**src/rtl/pwm_shared_pkg.sv**
```systemverilog
package pwm_shared_pkg;
   localparam int SCALE_BITS = 4;
   localparam int CFG_DGL_BIT = 4;
   localparam int CFG_RUN_BIT = 5;

   typedef struct packed {
      logic                  run;
      logic                  sticky;
      logic [SCALE_BITS-1:0] scale;
   } pwm_cfg_t;
endpackage

```
**src/rtl/pwm_cfg_regs.sv**
```systemverilog
module pwm_cfg_regs
   import pwm_shared_pkg::*;
#(
   parameter int NCH    = 4,
   parameter int CMP_W  = 16,
   parameter int ADDR_W = 3
) (
   input  logic                        clk,
   input  logic                        rst_n,
   input  logic                        wr_en,
   input  logic [ADDR_W-1:0]           wr_addr,
   input  logic [CMP_W-1:0]            wr_data,
   output pwm_cfg_t                    cfg,
   output logic [NCH-1:0][CMP_W-1:0]   cmp
);
   localparam logic [ADDR_W-1:0] CFG_ADDR = '0;

   always_ff @(posedge clk or negedge rst_n) begin
      if (!rst_n) begin
         cfg <= '0;
      end else if (wr_en && wr_addr == CFG_ADDR) begin
         cfg.run    <= wr_data[CFG_RUN_BIT];
         cfg.sticky <= wr_data[CFG_DGL_BIT];
         cfg.scale  <= wr_data[SCALE_BITS-1:0];
      end
   end

   for (genvar i = 0; i < NCH; i++) begin : g_cmp
      localparam logic [ADDR_W-1:0] MY_ADDR = ADDR_W'(i + 1);
      always_ff @(posedge clk or negedge rst_n) begin
         if (!rst_n)
            cmp[i] <= '0;
         else if (wr_en && wr_addr == MY_ADDR)
            cmp[i] <= wr_data;
      end
   end
endmodule

```
**src/rtl/pwm_timebase.sv**
```systemverilog
module pwm_timebase #(
   parameter int CMP_W   = 16,
   parameter int SCALE_W = 4,
   localparam int CNT_W  = CMP_W + (1 << SCALE_W) - 1
) (
   input  logic               clk,
   input  logic               rst_n,
   input  logic               run,
   input  logic [SCALE_W-1:0] scale,
   output logic [CNT_W-1:0]   cnt,
   output logic [CMP_W-1:0]   scaled,
   output logic               period_start
);
   always_ff @(posedge clk or negedge rst_n) begin
      if (!rst_n)
         cnt <= '0;
      else if (run)
         cnt <= cnt + 1'b1;
   end

   assign scaled       = CMP_W'(cnt >> scale);
   assign period_start = (scaled == '0);
endmodule

```
**src/rtl/pwm_channel.sv**
```systemverilog
module pwm_channel #(
   parameter int CMP_W        = 16,
   parameter bit HAS_DEGLITCH = 1'b1
) (
   input  logic             clk,
   input  logic             rst_n,
   input  logic             run,
   input  logic             sticky,
   input  logic             period_start,
   input  logic [CMP_W-1:0] scaled,
   input  logic [CMP_W-1:0] cmp,
   output logic             hit
);
   logic raw;
   logic hit_next;

   assign raw = (scaled >= cmp);

   if (HAS_DEGLITCH) begin : g_sticky
      assign hit_next = (sticky && !period_start) ? (hit | raw) : raw;
   end else begin : g_plain
      logic unused_sticky;
      assign unused_sticky = sticky ^ period_start;
      assign hit_next = raw;
   end

   always_ff @(posedge clk or negedge rst_n) begin
      if (!rst_n)
         hit <= 1'b0;
      else if (run)
         hit <= hit_next;
   end
endmodule

```
**src/rtl/pwm_shared_ctr.sv**
```systemverilog
module pwm_shared_ctr
   import pwm_shared_pkg::*;
#(
   parameter int NCH          = 4,
   parameter int CMP_W        = 16,
   parameter int ADDR_W       = 3,
   parameter int SCALE_W      = 4,
   parameter bit HAS_DEGLITCH = 1'b1
) (
   input  logic              clk,
   input  logic              rst_n,
   input  logic              wr_en,
   input  logic [ADDR_W-1:0] wr_addr,
   input  logic [CMP_W-1:0]  wr_data,
   output logic [NCH-1:0]    pwm_n
);
   localparam int CNT_W = CMP_W + (1 << SCALE_W) - 1;

   if (NCH < 1 || NCH + 1 > (1 << ADDR_W)) begin : g_bad_map
      $error("pwm_shared_ctr: NCH does not fit the address space");
   end
   if (SCALE_W != SCALE_BITS) begin : g_bad_scale
      $error("pwm_shared_ctr: SCALE_W must match the package field");
   end
   if (CMP_W < 6 || CNT_W > 64) begin : g_bad_width
      $error("pwm_shared_ctr: compare width out of range");
   end

   pwm_cfg_t                  cfg;
   logic [NCH-1:0][CMP_W-1:0] cmp;
   logic [CNT_W-1:0]          cnt;
   logic [CMP_W-1:0]          scaled;
   logic                      period_start;
   logic [NCH-1:0]            hit;
   logic                      run_q;
   logic                      sticky_q;

   assign run_q    = cfg.run;
   assign sticky_q = cfg.sticky;

   pwm_cfg_regs #(.NCH(NCH), .CMP_W(CMP_W), .ADDR_W(ADDR_W)) u_regs (
      .clk     (clk),
      .rst_n   (rst_n),
      .wr_en   (wr_en),
      .wr_addr (wr_addr),
      .wr_data (wr_data),
      .cfg     (cfg),
      .cmp     (cmp)
   );

   pwm_timebase #(.CMP_W(CMP_W), .SCALE_W(SCALE_W)) u_tb (
      .clk          (clk),
      .rst_n        (rst_n),
      .run          (run_q),
      .scale        (cfg.scale),
      .cnt          (cnt),
      .scaled       (scaled),
      .period_start (period_start)
   );

   for (genvar i = 0; i < NCH; i++) begin : g_ch
      pwm_channel #(.CMP_W(CMP_W), .HAS_DEGLITCH(HAS_DEGLITCH)) u_ch (
         .clk          (clk),
         .rst_n        (rst_n),
         .run          (run_q),
         .sticky       (sticky_q),
         .period_start (period_start),
         .scaled       (scaled),
         .cmp          (cmp[i]),
         .hit          (hit[i])
      );
   end

   assign pwm_n = ~hit;
endmodule

```
**config.mk**
```make
export PLATFORM = sky130hd
export DESIGN_NAME = pwm_shared_ctr
export DESIGN_NICKNAME = d
export VERILOG_FILES = /design/src/rtl/pwm_shared_pkg.sv /design/src/rtl/pwm_cfg_regs.sv /design/src/rtl/pwm_timebase.sv /design/src/rtl/pwm_channel.sv /design/src/rtl/pwm_shared_ctr.sv
export SDC_FILE = /design/constraint.sdc
export NUM_CORES = 1
export LEC_CHECK = 0
export BUFFER_PORTS_ARGS = -buffer_cell sky130_fd_sc_hd__buf_2
export CAP_MARGIN = 20
export CORE_ASPECT_RATIO = 1.5
export CORE_MARGIN = 2
export CORE_UTILIZATION = 49
export CTS_CLUSTER_DIAMETER = 60
export DETAILED_ROUTE_END_ITERATION = 10
export HOLD_SLACK_MARGIN = 0.1
export PLACE_DENSITY = 0.64
export SETUP_SLACK_MARGIN = 0.1
export SLEW_MARGIN = 30
export SYNTH_ARGS = -nofsm -noshare
export SYNTH_HDL_FRONTEND = slang
export SYNTH_SLANG_ARGS = --single-unit
```
**constraint.sdc**
```tcl
create_clock -name clk -period 5.5 [get_ports clk]
set_input_delay 1.1 -clock clk [delete_from_list [all_inputs] [get_ports clk]]
set_output_delay 1.1 -clock clk [all_outputs]
set_load 0.005 [all_outputs]
```
==> results.py <==
metrics = {
    "run_status": {
        "status": "completed",
    },
    "timing": {
        "tightestPinTransition_ps": 905,
        "maxSlewViolCount": 0,
        "min_period_ps": 3800,
        "setup_viol": 0,
        "rsz0062_at_grt": "no",
        "timing.hold.ws_ps": 494,
        "finalCritPeriodShare_pct": 69.0,
        "maxSlewHeadroom_pct": 39.6,
        "tns_ps": 0,
        "fmax_mhz": 263,
        "skew_ps": 7.14,
        "finalHoldViolations": 0,
    },
    "clock_network": {
        "cts_tree": "done",
        "clock_sinks": 105,
        "cts_buffers": 9,
        "postCtsHoldBufs": 0,
        "ctsResizeCount": 0,
        "clk_latency_ps": 350,
        "cts_setup_buffers": 0,
        "cts_max_level": 3,
        "path_clk_slew_ps": 70,
        "root_buffer": "clkbuf_16",
        "cts.path.max_buffers": 2,
    },
    "critical_path": {
        "crit_fanout": 26,
        "worstReg2RegStart": "u_regs.cfg[3]",
        "crit_arrival_ps": 4010,
        "cp-start-kind": "flop",
        "worst-r2r-cell-count": 12,
        "timing.rr.end": "g_ch[2].u_ch.hit",
        "required_ps": 5710,
        "critical_path_class": "flop to flop",
        "cp-end-kind": "flop",
        "r2r_setup_slack_ps": 1700,
    },
    "synth": {
        "avgSynthCellArea_sq_um": 10.5,
        "yosysWarnings": 0,
        "yosysMostFrequentCell": "dfrtp_1",
        "synth.yosys.seq_area_share_pct": 37.0,
        "synthCells": 676,
        "ys.flop_type": "dfrtp_1",
        "synth_nets": 763,
        "synth_cell_types": 43,
        "yosysTopAreaCellShare_pct": 37.0,
        "async_reset_ff_share_pct": 100,
        "syn-cell-area_sq_mm": 0.00709,
        "synth_edf_count": 0,
        "synth.top_cells.by_count": "dfrtp_1, nand2_1, inv_1, ha_1, o21ai_0",
        "synth_seq_cells": 105,
        "yosys.area.top_type": "dfrtp_1",
        "synthTopCellsByArea": "dfrtp_1, ha_1, mux4_2, mux2_2, o21ai_0",
    },
    "layout": {
        "num_antenna_cells": 0,
        "n_fill_cell": 1253,
        "seqCellArea_sq_mm": 0.00263,
        "syn_to_final_growth_pct": 7.46,
        "drive_gt1_share_pct": 17.5,
        "nNetsFinal": 762,
        "fin_area_sq_mm": 0.00762,
        "multi_input_comb_area_sq_mm": 0.00403,
    },
    "min_path": {
        "min_from": "u_tb.cnt[30]",
        "min_path_cells": 1,
        "min_path_type": "flop to flop",
        "min_to": "u_tb.cnt[30]",
    },
    "floorplan": {
        "initial_core_util_pct": 50.5,
        "dieWidth_microns": 102,
        "io_pins": 26,
        "fp.coreArea_sq_mm": 0.0141,
        "die-area_sq_mm": 0.0155,
        "die_h_microns": 151,
        "num_rows": 53,
    },
    "detailed_routing": {
        "drc": 0,
        "routedWlPerCell_microns": 19.0,
        "final_antenna_net_count": 0,
        "totalWireLength_microns": 16600,
        "firstDrtPassIters": 5,
        "vias_per_cell": 5.89,
        "dr.first_iter.drc_count": 239,
        "vias": 5135,
    },
    "placement": {
        "placed_area_sq_mm": 0.00733,
        "portBuffers": 25,
        "hpwl_microns": 12500,
        "gp_congestion": 0.884,
    },
    "pwr": {
        "power_density_mw_per_mm2": 329,
        "p_leak_nw": 3.59,
        "ir_drop_mv": 0.173,
    },
    "job": {
        "drv_cap": 0,
    },
    "global_route": {
        "overflow": 0,
        "grt_start_max_net_pins": 57,
        "grt_pass1_vias": 5153,
        "grt_first_pass_wirelength_microns": 27100,
        "grtUsageTotal_pct": 23.2,
        "antenna_found_initial": 0,
    },
}
==> critical path, stage by stage, from the launching register on <==
cell and delay, ps:
dfrtp_1 930, buf_4 350, mux4_2 510, mux2i_1 210, a21oi_1 240, ha_1 370
a21o_1 190, a21o_1 180, a21oi_1 200, o21ai_0 150, a21o_1 170, nand2_1 60
o211ai_1 90
==> worst max-delay path by stage <==
stage                       start               end  slack, ps  cells after the start
floorplan           u_regs.cfg[3]  g_ch[2].u_ch.hit       2600                     13
global placement    u_regs.cfg[1]  g_ch[0].u_ch.hit       1520                     12
detailed placement  u_regs.cfg[1]  g_ch[0].u_ch.hit       1480                     12
CTS                 u_regs.cfg[1]  g_ch[0].u_ch.hit       1470                     12
global route        u_regs.cfg[1]  g_ch[0].u_ch.hit       1450                     12
finish              u_regs.cfg[3]  g_ch[2].u_ch.hit       1700                     12
==> where the power goes <==
group / internal [mW] / switching, mW / total (mW)
Sequential: 0.911 / 0.143 / 1.05
Combinational: 0.379 / 0.426 / 0.804
Clock: 0.355 / 0.293 / 0.647
Total: 1.64 / 0.861 / 2.51
==> through the flow <==
step / instances / total power [mW] / setup slack (ps) / utilization, %
finish: 872 / 2.51 / 1700 / 54.2
CTS: 872 / 2.53 / 1470 / 54.2
detailed placement: 856 / 1.87 / 1480 / 52.1
floorplan: 676 / 1.63 / 2600 / -
global route: 872 / 2.67 / 1450 / 54.2
global placement: 856 / 1.84 / 1520 / 52.1
==> registers in the layout, indices dropped and copies added, names as in the netlist <==
| name | flops |
|---|---|
| u_regs.cfg | 6 |
| g_ch.u_ch.hit | 4 |
| u_tb.cnt | 31 |
| u_regs.cmp | 64 |
==> area by class of cell <==
type / count / area share, %
Clock inverter: 4 / 0.706
Sequential cell: 105 / 34.5
Inverter: 66 / 3.25
Clock buffer: 12 / 3.10
Timing Repair Buffer: 32 / 2.36
Tap cell: 192 / 3.15
Multi-Input combinational cell: 461 / 52.9
==> kinds of logic after synthesis <==
logic type | count (synthesis) | share of synthesized area, %
AND/OR/NAND/NOR | 163 | 11.6
AO/OA/AOI/OAI | 120 | 10.4
buffers and inverters | 110 | 6.37
flip-flops | 105 | 37.0
multiplexers | 83 | 19.5
adder cells (fa/ha/maj) | 65 | 11.5
XOR/XNOR | 30 | 3.70
==> cells in the final DEF (no fill, tap or decap), types with 2 or more instances in the layout <==
cell type   instances
o21ai_0            59
a21o_1             25
and3_1              2
nor2_1             12
inv_1              66
mux4_2             36
nor2b_1             4
ha_1               65
mux2_2             29
o211ai_1            4
nand2b_1            4
nand3_1            20
a211oi_1            4
mux4_1              4
buf_2              24
clkbuf_1            3
a21oi_1            11
and4_1              6
xor2_1              9
nor3_1              2
nand2_1            71
nor4_1             14
nand4_1            15
clkinvlp_4          2
dfrtp_1           104
nor3b_1             2
o21a_1              4
a22oi_1             6
buf_4               8
o311ai_1            4
mux2i_1            14
xnor2_1            21
clkbuf_16           9
==> layer usage <==
layer  share of wire (%)  wire, microns  GRT usage (%)
met3                 3.2            525           2.72
met5                   0              0              0
met1                  40           6680           28.1
met2                  55           9070           42.2
met4                 2.0            337           7.80
Note: power is estimated with default switching activity, not from simulation.
